===== config.mk =====
export PLATFORM = sky130hd
export DESIGN_NAME = pulse_quad_counter
export DESIGN_NICKNAME = d
export VERILOG_FILES = /design/src/rtl/pulse_quad_counter.sv
export SDC_FILE = /design/constraint.sdc
export NUM_CORES = 1
export LEC_CHECK = 0
export CAP_MARGIN = 20
export CORE_ASPECT_RATIO = 0.8
export CORE_MARGIN = 1.5
export CORE_UTILIZATION = 35
export CTS_BUF_LIST = sky130_fd_sc_hd__clkbuf_8 sky130_fd_sc_hd__clkbuf_16
export DETAILED_ROUTE_END_ITERATION = 16
export GPL_ROUTABILITY_DRIVEN = 1
export PLACE_DENSITY_LB_ADDON = 0.1
export SLEW_MARGIN = 5
export SYNTH_ARGS = -nofsm -noshare
export SYNTH_HDL_FRONTEND = slang
export SYNTH_SLANG_ARGS = --single-unit

===== constraint.sdc =====
create_clock -name clk -period 3.59 [get_ports clk]
set_input_delay 0.359 -clock clk [delete_from_list [all_inputs] [get_ports clk]]
set_output_delay 0.359 -clock clk [all_outputs]
set_load 0.02 [all_outputs]

===== src/rtl/pulse_quad_counter.sv =====
module pulse_quad_counter #(
  parameter int unsigned CNT_W    = 8,
  parameter int unsigned FILT_LEN = 3,
  parameter logic [CNT_W-1:0] TOP_RST = '1
) (
  input  logic             clk,
  input  logic             rst_n,
  input  logic [1:0]       cfg_mode,
  input  logic             cfg_neg_edge,
  input  logic             cfg_down,
  input  logic             cfg_filt_en,
  input  logic             cfg_s1_dir,
  input  logic [1:0]       cfg_cnt_ev,
  input  logic [1:0]       cfg_aux_ev,
  input  logic             clr_en,
  input  logic             topb_wr,
  input  logic [CNT_W-1:0] topb_data,
  input  logic             cmd_load_top,
  input  logic             cmd_load_cnt,
  input  logic             in_s0,
  input  logic             in_s1,
  output logic [CNT_W-1:0] cnt_val,
  output logic [CNT_W-1:0] aux_val,
  output logic [CNT_W-1:0] top_val,
  output logic             ovf_evt,
  output logic             unf_evt,
  output logic             dir_down
);

  localparam int unsigned FW = $clog2(FILT_LEN + 1);
  localparam logic [CNT_W-1:0] ONE = CNT_W'(1);
  localparam logic [1:0] M_OFF = 2'd0, M_OVS = 2'd1, M_QUAD = 2'd3;

  logic [1:0] s_d, s_a, s_p;
  logic [CNT_W-1:0] cnt_q, aux_q, top_q, topb_q;
  logic ovf_q, unf_q, dir_q;

  wire filt_on = cfg_filt_en && (cfg_mode == M_OVS);

  always_ff @(posedge clk or negedge rst_n)
    if (!rst_n) begin
      s_d <= 2'b00;
      s_p <= 2'b00;
    end else begin
      s_d <= {in_s1, in_s0};
      s_p <= s_a;
    end

  for (genvar i = 0; i < 2; i++) begin : g_in
    logic [FW-1:0] run_q;
    logic          acc_q;
    always_ff @(posedge clk or negedge rst_n)
      if (!rst_n) begin
        run_q <= '0;
        acc_q <= 1'b0;
      end else if (!filt_on) begin
        run_q <= '0;
        acc_q <= s_d[i];
      end else if (s_d[i] == acc_q) begin
        run_q <= '0;
      end else if (run_q == FW'(FILT_LEN - 1)) begin
        run_q <= '0;
        acc_q <= s_d[i];
      end else begin
        run_q <= run_q + 1'b1;
      end
    assign s_a[i] = acc_q;
  end

  wire s0_edge = cfg_neg_edge ? (s_p[0] & ~s_a[0]) : (~s_p[0] & s_a[0]);
  wire q_legal = (s_a[0] ^ s_p[0]) != (s_a[1] ^ s_p[1]);
  wire q_fwd   = (s_a == {s_p[0], ~s_p[1]});

  logic step_v, step_dn;
  always_comb begin
    step_v  = 1'b0;
    step_dn = 1'b0;
    if (cfg_mode == M_QUAD) begin
      step_v  = q_legal;
      step_dn = ~q_fwd;
    end else if (cfg_mode != M_OFF) begin
      step_v  = s0_edge;
      step_dn = cfg_s1_dir ? s_a[1] : cfg_down;
    end
  end

  wire [1:0] aux_sel = (cfg_aux_ev == 2'd0) ? 2'd3 :
                       (cfg_aux_ev == 2'd3) ? 2'd0 : cfg_aux_ev;

  wire main_hit = step_v && ((cfg_cnt_ev == 2'd0) ||
                  (cfg_cnt_ev == 2'd1 && !step_dn) || (cfg_cnt_ev == 2'd2 && step_dn));
  wire aux_hit  = step_v && ((aux_sel == 2'd0) ||
                  (aux_sel == 2'd1 && !step_dn) || (aux_sel == 2'd2 && step_dn));

  always_ff @(posedge clk or negedge rst_n)
    if (!rst_n) begin
      cnt_q  <= '0;
      aux_q  <= '0;
      top_q  <= TOP_RST;
      topb_q <= TOP_RST;
      ovf_q  <= 1'b0;
      unf_q  <= 1'b0;
      dir_q  <= 1'b0;
    end else begin
      ovf_q <= 1'b0;
      unf_q <= 1'b0;
      if (topb_wr) topb_q <= topb_data;
      if (step_v) dir_q <= step_dn;
      if (clr_en) begin
        cnt_q <= '0;
        aux_q <= '0;
        top_q <= TOP_RST;
      end else begin
        if (cmd_load_top) top_q <= topb_q;
        if (cmd_load_cnt) begin
          cnt_q <= top_q;
        end else if (main_hit) begin
          if (!step_dn) begin
            if (cnt_q >= top_q) begin
              cnt_q <= '0;
              ovf_q <= 1'b1;
            end else begin
              cnt_q <= cnt_q + ONE;
            end
          end else begin
            if (cnt_q == '0) begin
              cnt_q <= top_q;
              unf_q <= 1'b1;
            end else begin
              cnt_q <= cnt_q - ONE;
            end
          end
        end
        if (aux_hit) aux_q <= aux_q + ONE;
      end
    end

  assign cnt_val  = cnt_q;
  assign aux_val  = aux_q;
  assign top_val  = top_q;
  assign ovf_evt  = ovf_q;
  assign unf_evt  = unf_q;
  assign dir_down = dir_q;

  p_idle_off_r2: assert property (@(posedge clk) disable iff (!rst_n)
    (cfg_mode == M_OFF && !clr_en && !cmd_load_cnt) |=> $stable(cnt_val) && $stable(aux_val));
  p_no_both_wraps_r5: assert property (@(posedge clk) disable iff (!rst_n)
    !(ovf_evt && unf_evt));
  p_ovf_lands_zero_r5: assert property (@(posedge clk) disable iff (!rst_n)
    ovf_evt |-> cnt_val == '0);
  p_unf_lands_top_r6: assert property (@(posedge clk) disable iff (!rst_n)
    unf_evt |-> cnt_val == top_val);
  p_top_holds_r7: assert property (@(posedge clk) disable iff (!rst_n)
    !(cmd_load_top || clr_en) |=> $stable(top_val));
  p_load_cnt_r8: assert property (@(posedge clk) disable iff (!rst_n)
    (cmd_load_cnt && !clr_en) |=> cnt_val == $past(top_val));
  p_clear_r9: assert property (@(posedge clk) disable iff (!rst_n)
    clr_en |=> (cnt_val == '0 && aux_val == '0 && top_val == TOP_RST));

endmodule


Word-level counts from Yosys, hierarchy flattened. Index checks and enable logic that the tools add are counted.

Register bits after elaboration: 45. Output and inout port bits: 27. Logic and storage cells: 106.

$add $sub $neg: 5. Order comparisons: 1. Eq/ne operators: 17. Muxes and demuxes: 40. Bitwise gates (word level): 8. Reduce and logical (&&, ||, !) cells: 22.

Operator list (count): 8-bit 2-to-1 mux (10); 1-bit 2-to-1 mux (22); 8-bit by 1-bit adder with 8-bit output (second input constant) (2); 2-bit 2-to-1 mux (8); 2-bit == test (second input constant) (6); 8-bit greater-or-equal comparator (1); 8-bit zero test (1); 8-bit by 1-bit subtractor with 8-bit output (second input constant) (1); 1-bit logical AND (7); 2-bit by 1-bit == test with 1-bit output (second input constant) (3); 2-bit zero test (3); 2-bit nonzero test (3); 2-bit by 1-bit adder with 2-bit output (second input constant) (2); 1-bit logical OR (4); 2-bit by 1-bit inequality test with 1-bit output (second input constant) (2); 2-bit inequality test (second input constant) (2); 1-bit NOT (4); 2-bit AND reduction (2); 3-bit nonzero test (1); 1-bit AND (2); 1-bit == test (2); 2-bit == test (1); 1-bit XOR (2); 1-bit zero test (1); 1-bit inequality test (1).

Logic depth before layout (Yosys ltp). Gate-level depths: netlist (run 1).

Depth in word-level cells: 12. Depth in mapped cells: 8. Mapped depth without buffers: 8.

Worst setup path before layout (run 1). OpenSTA, ideal clock, no wires.

Path type: reg2reg. Start: reg top_q[6], in the netlist top_val[6]. End: reg cnt_q[2], in the netlist cnt_val[2]. Setup time: 0.099 ns. Arrival: 2.164 ns. Required time: 3.491 ns. Path slack: 1.327 ns. Cell stages (with the launch flop): 9. Path buffers: 0. Cell sequence: dfstp_2 > inv_1 > ha_1 > and3_1 > a221oi_1 > o21ai_0 > nor4_1 > o21ai_1 > a311oi_1.

Cells in the longest elaborated chain, start to end: 6.

Ends and longest elaborated chain: start, declared (RTL line 35) `logic [CNT_W-1:0] cnt_q, aux_q, top_q, topb_q;`; start signal, assigned (RTL line 114) `if (cmd_load_top) top_q <= topb_q;`; 8-bit greater-or-equal comparator (RTL line 119) `if (cnt_q >= top_q) begin`; 8-bit 2-to-1 mux (RTL line 119); 8-bit 2-to-1 mux (RTL line 118) `if (!step_dn) begin`; 8-bit 2-to-1 mux (RTL line 117) `end else if (main_hit) begin`; 8-bit 2-to-1 mux (RTL line 115) `if (cmd_load_cnt) begin`; 8-bit 2-to-1 mux (RTL line 109) `if (clr_en) begin`; end signal, assigned (RTL line 116) `cnt_q <= top_q;`; end signal, assigned (RTL line 123) `cnt_q <= cnt_q + ONE;`; end signal, assigned (RTL line 127) `cnt_q <= top_q;`; end, declared (RTL line 35).

Every way passes these cells. The select of a mux whose other input is x is not followed. A chain may end at the register's enable or synchronous reset.

Worst setup path in the final report (run 1). Ends and elaborated chain as after synthesis.

==> results of run 1 <==
[worst max-delay path by stage]
stage / start / cells past startpoint / slack (ns) / endpoint
floorplan: top_val[6] / 8 / 1.33 / cnt_val[2]
global placement: cfg_mode[0] / 7 / 0.96 / cnt_val[2]
detailed placement: cfg_mode[0] / 7 / 0.91 / cnt_val[2]
CTS: top_val[6] / 8 / 1.14 / cnt_val[2]
global route: top_val[7] / 8 / 0.89 / cnt_val[2]
finish: top_val[6] / 8 / 1.13 / cnt_val[2]
[logic make-up after synthesis]
kind of cell / share of synthesized area (%)
compound gates: 16.47
xor+xnor: 4.790
fa+ha+maj: 6.387
buf+inv: 5.748
flops: 41.79
mux: 8.759
simple gates: 16.06
[registers in the layout, indices dropped and copies added (netlist names)]
name,cells
aux_val,8
cnt_val,8
dir_down,1
g_in.acc_q,2
g_in.run_q,4
ovf_evt,1
s_d,2
s_p,2
top_val,8
topb_q,8
unf_evt,1
[repair_timing]
item / 4_1_cts / 5_1_grt
gates resized for setup: 0 / 0
hold buffers: 0 / 1
hold endpoints to repair: 0 / 11
[cell usage in the layout (no fill, tap or decap), types with 2 or more instances in the layout]
cell type and count:
clkdlybuf4s50_1 51, dfrtp_1 29, nor2_1 19, nand2_1 17, dfstp_2 16, inv_1 15, mux2_2 15, ha_1 14
xnor2_1 12, o21ai_0 11, nor3_1 8, o211ai_1 8, mux2i_1 6, a211oi_1 6, nand4_1 6, a21oi_1 6
nor2b_1 6, clkbuf_8 6, nand3_1 5, nor4_1 4, and3_1 4, buf_4 4, nor4b_1 3, xor2_1 3
a21o_1 3, o21a_1 3, a21oi_2 2, nand2b_1 2, a31oi_1 2, o32ai_1 2, a311oi_1 2, o31ai_1 2
[where the power goes]
part | total [mW] | switching, mW | leakage [nW] | internal, mW
sequential | 0.603 | 0.0475 | 0.549 | 0.556
combinational | 0.379 | 0.203 | 0.851 | 0.175
clock | 0.352 | 0.193 | 0.0478 | 0.159
[per-stage QoR]
| step | hold slack [ns] | cell area [um2] |
|---|---|---|
| after detailed placement | 0.4245 | 3322 |
| after global routing | 0.4638 | 3451 |
| final | 0.4303 | 3451 |
| after CTS | 0.2698 | 3421 |
| after floorplan | 0.06341 | 2743 |
| after global placement | 0.4200 | 3322 |
[layer usage]
layer  track usage, %  share of wire (%)  vias up  wire [um]
li1                 -                  -     1087          -
met1            26.79                 49     1085       3371
met2            26.62                 43       79       2981
met3            3.367                6.5        9        447
met4            5.342                1.5        0        102
met5                0                  0        -          0
[area by class of cell]
type	instances	area [um2]	share of cell area [%]
multi-input cells	195	1439	41.70
flip-flops and latches	45	1146	33.21
repair buffers	58	575.6	16.68
well taps	105	131.4	3.807
clock buffers	6	82.58	2.393
inverters	16	60.06	1.740
clock inverters	2	16.27	0.4714
==> out/metrics.csv, run 1 <==
stage,metric,value,unit
worst_setup_path,cp_top_family,compound AO/OA/AOI/OAI gates,
timing,hold_viol_final,0,
floorplan,start_util,36.58,%
logic_synthesis,syn_inst,267,
detailed_routing,vias,2260,
timing,fin_crit,2.461,ns
logic_synthesis,synth_cell_types,58,
grt,overflow,0,
logic_synthesis,syn_area_per_cell,10.27,um2
clock_network,cts-root-buf,clkbuf_8,
status,status,finished clean,
finish,fill_cells,762,
floorplan,dieHeight,82.18,um
pwr,power,1.334,mW
floorplan,coreArea,0.007497,mm2
clock_network,clockBufferDepth,2,
logic_synthesis,yosys.area.top_type,dfrtp_1,
logic_synthesis,synth_top_cell_area_share,26.46,%
timing,finalSetupTns,0,ns
finish,nets,361,
logic_synthesis,yosys-top-cells-area,"dfrtp_1, dfstp_2, ha_1",
place,io_buffers,52,
timing,fmax,0.4064,GHz
grt,grt_start_max_net_pins,46,
logic_synthesis,ys_seq_elements,45,
worst_setup_path,startpoint_type,flip-flop,
grt,grt_use_total,18.05,%
logic_synthesis,synthArstFlopShare,100.0,%
detailed_routing,wl,6902,um
floorplan,ios,53,
hold_path,worst_hold_startpoint,g_in[1].run_q[0],
worst_setup_path,r2r_start,top_val[6],
timing,min_period_over_period,68.54,%
logic_synthesis,synth_edf_count,0,
detailed_routing,drtPass1Iterations,4,
finish,area_delta_synth_final,25.82,%
clock_network,cts_tree,built,
logic_synthesis,syn-num-nets,307,
worst_setup_path,regToRegSetupSlack,1.13,ns
place,pre_cts_ws,0.9146,ns
detailed_routing,ant_nets,0,
grt,grt_first_pass_wirelength,11490,um
hold_path,whs_endpoint,g_in[1].run_q[0],
clock_network,clock_sinks,45,
logic_synthesis,synth_common_cells,"dfrtp_1, nor2_1, nand2_1, dfstp_2",
finish,n_antenna_cell,0,
detailed_routing,drc,0,
worst_setup_path,crit_path_top_delay_cell,dfstp_2,
logic_synthesis,synth.most_common_cell,dfrtp_1,
clock_network,clkSlewWorstSetupHoldPaths,0.10,ns
detailed_routing,viasPerCell,5.293,
flow_run,cap_violations,0,
finish,layoutNonFillerInstCount,427,
timing,maxSlewHeadroom,57.03,%
timing,finalWorstSetupSlack,1.129,ns
worst_setup_path,worst-setup-path-type,flip-flop to flip-flop,
worst_setup_path,worst-path-buf-inv,1,
timing,setup_viol,0,
worst_setup_path,r2r_cells,8,
logic_synthesis,syn-cell-area,0.002743,mm2
pwr,leakage,1.447,nW
worst_setup_path,path_cells,"inv_1, ha_1, a21o_1, a221oi_1, o21ai_0, nor4_1, o21ai_1, a311oi_1",
detailed_routing,avgRoutedWirePerCell,16.16,um
clock_network,htree_levels,2,
worst_setup_path,critPathMaxStageDelay,0.57,ns
hold_path,whs_path_depth,1,
clock_network,cts_buffers,5,
timing,rsz0062_at_grt,no,
place,gp_congestion,0.9226,
hold_path,hp-class,flip-flop to flip-flop,
logic_synthesis,yosysSeqAreaShare,41.79,%
pwr,vdd_drop_max,0.0002392,V
pwr,power_density,386.6,mW/mm2
timing,final_max_slew_viol_count,0,
detailed_routing,drt_first_iter_violations,112,
floorplan,rows,28,
worst_setup_path,crit_arrival,2.67,ns
worst_setup_path,worstPathRequired,3.80,ns
grt,grt_pass1_vias,2194,
worst_setup_path,crit_path_max_fanout,5,
clock_network,clock_latency,0.30,ns
logic_synthesis,yosys_most_used_dff,dfrtp_1,
floorplan,die_x,102.0,um
timing,finalClockSkew,0.006895,ns
timing,worst_slew_pin_slew,0.6422,ns
grt,grt_antenna_before_repair,0,
clock_network,cts_setup_buffers,0,
finish,post-route-util,46.03,%
logic_synthesis,yosysWarnings,0,
place,dp_hpwl,5184,um
finish,drive_gt1_share,17.08,%
floorplan,die_area,0.008379,mm2
place,numPlacedInstances,417,
worst_setup_path,rr_endpoint,cnt_val[2],
worst_setup_path,endpoint_kind,flip-flop,
Note: power is estimated with default switching activity, not from simulation.
==> run 2, diff against run 1 <==
==> constraint.sdc (replaced) <==
create_clock -name clk -period 2.45 [get_ports clk]
set_input_delay 0.245 -clock clk [delete_from_list [all_inputs] [get_ports clk]]
set_output_delay 0.245 -clock clk [all_outputs]
set_load 0.02 [all_outputs]
==> run 2 against run 1 <==
  * Core utilization up 2.2 points
  * Final cell count up 4.9%
  * Via count up 1.8%
  * Routed wire length up 2.5%
  * Sequential share of layout area down 1.5 points
  * Sequential power up 44%
  * Design area up 4.7%
  * Critical path depth down 2
  * Non-clock buffer count up 21
  * First-iteration DRC count down 3.6%
==> out/metrics.csv, run 2 (synthesis gave the netlist of run 1 again) <==
stage,metric,value,unit
status,status,finished clean,
pwr,power_frac_comb,31.4,%
grt,grt_use_met1,27.32,%
pwr,switching_share,32.43,%
pwr,power,1.993,mW
finish,n_antenna_cell,0,
timing,fmax,0.4469,GHz
clock_network,cts-root-buf,clkbuf_8,
grt,met3_usage,3.367,%
timing,fin_crit,2.238,ns
grt,overflow,0,
detailed_routing,drc,0,
place,dp_hpwl,5540,um
detailed_routing,wl,7076,um
timing,finalClockSkew,0.009008,ns
clock_network,clock_sinks,45,
grt,busiest_layer,met1,
clock_network,htree_levels,2,
finish,nets,382,
timing,whs,0.3815,ns
grt,grt_start_max_net_pins,21,
detailed_routing,viasPerCell,5.134,
clock_network,cts_tree,built,
grt,grt_use_total,17.88,%
place,io_buffers,52,
grt,grt_antenna_before_repair,0,
finish,layoutNonFillerInstCount,448,
timing,hold_viol_final,0,
detailed_routing,drt_first_iter_violations,108,
place,pre_cts_ws,0.04380,ns
floorplan,ios,53,
detailed_routing,ant_nets,0,
pwr,power_frac_seq,43.7,%
timing,worst_slew_pin_slew,0.5544,ns
clock_network,clkSlewWorstSetupHoldPaths,0.09,ns
detailed_routing,avgRoutedWirePerCell,15.79,um
timing,maxSlewHeadroom,62.92,%
flow_run,cap_violations,0,
pwr,vdd_drop_max,0.0002739,V
timing,finalSetupTns,0,ns
place,gp_congestion,0.8686,
pwr,p_clk_share,24.9,%
timing,rsz0062_at_grt,no,
floorplan,die_area,0.008379,mm2
clock_network,cts_setup_buffers,0,
worst_setup_path,crit_path_max_fanout,6,
timing,finalWorstSetupSlack,0.2122,ns
clock_network,cts_buffers,5,
finish,final_cell_mix,"clkdlybuf4s50_1, dfrtp_1, buf_4, nor2_1, nand2_1",
pwr,internal_power,1.346,mW
floorplan,start_util,36.58,%
floorplan,rows,28,
pwr,leakage,1.552,nW
timing,setup_viol,0,
floorplan,die_x,102.0,um
pwr,power_density,551.6,mW/mm2
detailed_routing,drtPass1Iterations,4,
grt,grt_first_pass_wirelength,11480,um
timing,final_max_slew_viol_count,0,
finish,fill_cells,731,
finish,post-route-util,48.18,%
hold_path,hp-class,primary input to flip-flop,
grt,gr-usage-met2,25.89,%
timing,min_period_over_period,91.34,%
place,post_dp_cell_area,0.003487,mm2
worst_setup_path,worstPathRequired,2.66,ns
worst_setup_path,endpoint_kind,flip-flop,
floorplan,dieHeight,82.18,um
worst_setup_path,startpoint_type,flip-flop,
finish,finalInstanceArea,0.003612,mm2
grt,grt_pass1_vias,2261,
worst_setup_path,worst-setup-path-type,flip-flop to flip-flop,
finish,drive_gt1_share,23.03,%
pwr,p_switching,0.6461,mW
worst_setup_path,crit_arrival,2.44,ns
clock_network,clockBufferDepth,2,
finish,final_common_cell,clkdlybuf4s50_1,
clock_network,clock_latency,0.30,ns
place,numPlacedInstances,439,
finish,area_delta_synth_final,31.71,%
floorplan,coreArea,0.007497,mm2
detailed_routing,vias,2300,
==> run 2: cell types whose count changed in the layout (fill, tap and decap cells not counted) <==
cell,previous run,this run
buf_4,4,26
a221oi_1,1,0
a221oi_2,0,1
buf_12,1,0
nor4_1,4,3
nor4_2,0,1
o21ai_0,11,10
o21ai_2,0,1
==> run 2: per-layer routing <==
| metal | vias to the layer above | share of wire (%) |
|---|---|---|
| met1 | 1083 | 51 |
| met2 | 81 | 42 |
| met5 | - | 0 |
| met3 | 7 | 6.3 |
| li1 | 1129 | - |
| met4 | 0 | 1.2 |
==> run 2: worst paths after layout <==
kind / start / end / slack, ns / cells after the start
worst min-delay path: in_s1 / s_d[1] / 0.38 / 1
worst min register to register: g_in[1].run_q[0] / g_in[1].run_q[0] / 0.43 / 1
max in group asynchronous: rst_n / top_val[7] / 1.37 / 3
min in group asynchronous: rst_n / aux_val[0] / 0.42 / 2
worst max register to register: cnt_val[5] / cnt_val[2] / 0.21 / 6
worst max-delay path: cnt_val[5] / cnt_val[2] / 0.21 / 6
==> run 2: worst max-delay path, cell delays in order (launching register included) <==
cell      delay, ns
dfrtp_1        0.42
buf_4          0.17
or4_4          0.53
or3_4          0.42
a211oi_2       0.24
o21ai_1        0.09
a311oi_1       0.28
==> run 2: power groups by stage <==
stage | logic (mW) | registers [mW] | clock network [mW]
after CTS | 0.622 | 0.869 | 0.517
after global routing | 0.680 | 0.879 | 0.547
after global placement | 0.618 | 0.883 | 0
final | 0.627 | 0.870 | 0.496
after detailed placement | 0.618 | 0.883 | 0
after floorplan | 0.323 | 0.914 | 0
==> run 2: cell type report <==
| type | count | area [um2] | area share, % |
|---|---|---|---|
| Clock inverter | 2 | 16.27 | 0.4503 |
| Inverter | 16 | 60.06 | 1.663 |
| Sequential cell | 45 | 1146 | 31.73 |
| Tap cell | 105 | 131.4 | 3.637 |
| Clock buffer | 6 | 82.58 | 2.286 |
| Multi-Input combinational cell | 195 | 1455 | 40.28 |
| Timing Repair Buffer | 79 | 720.7 | 19.95 |
==> run 2: timing repair <==
item / in CTS / in global routing
gates resized for setup: 0 / 4
hold buffers: 1 / 0
endpoints found under the setup margin: 0 / 8
endpoints found under the hold margin: 11 / 0
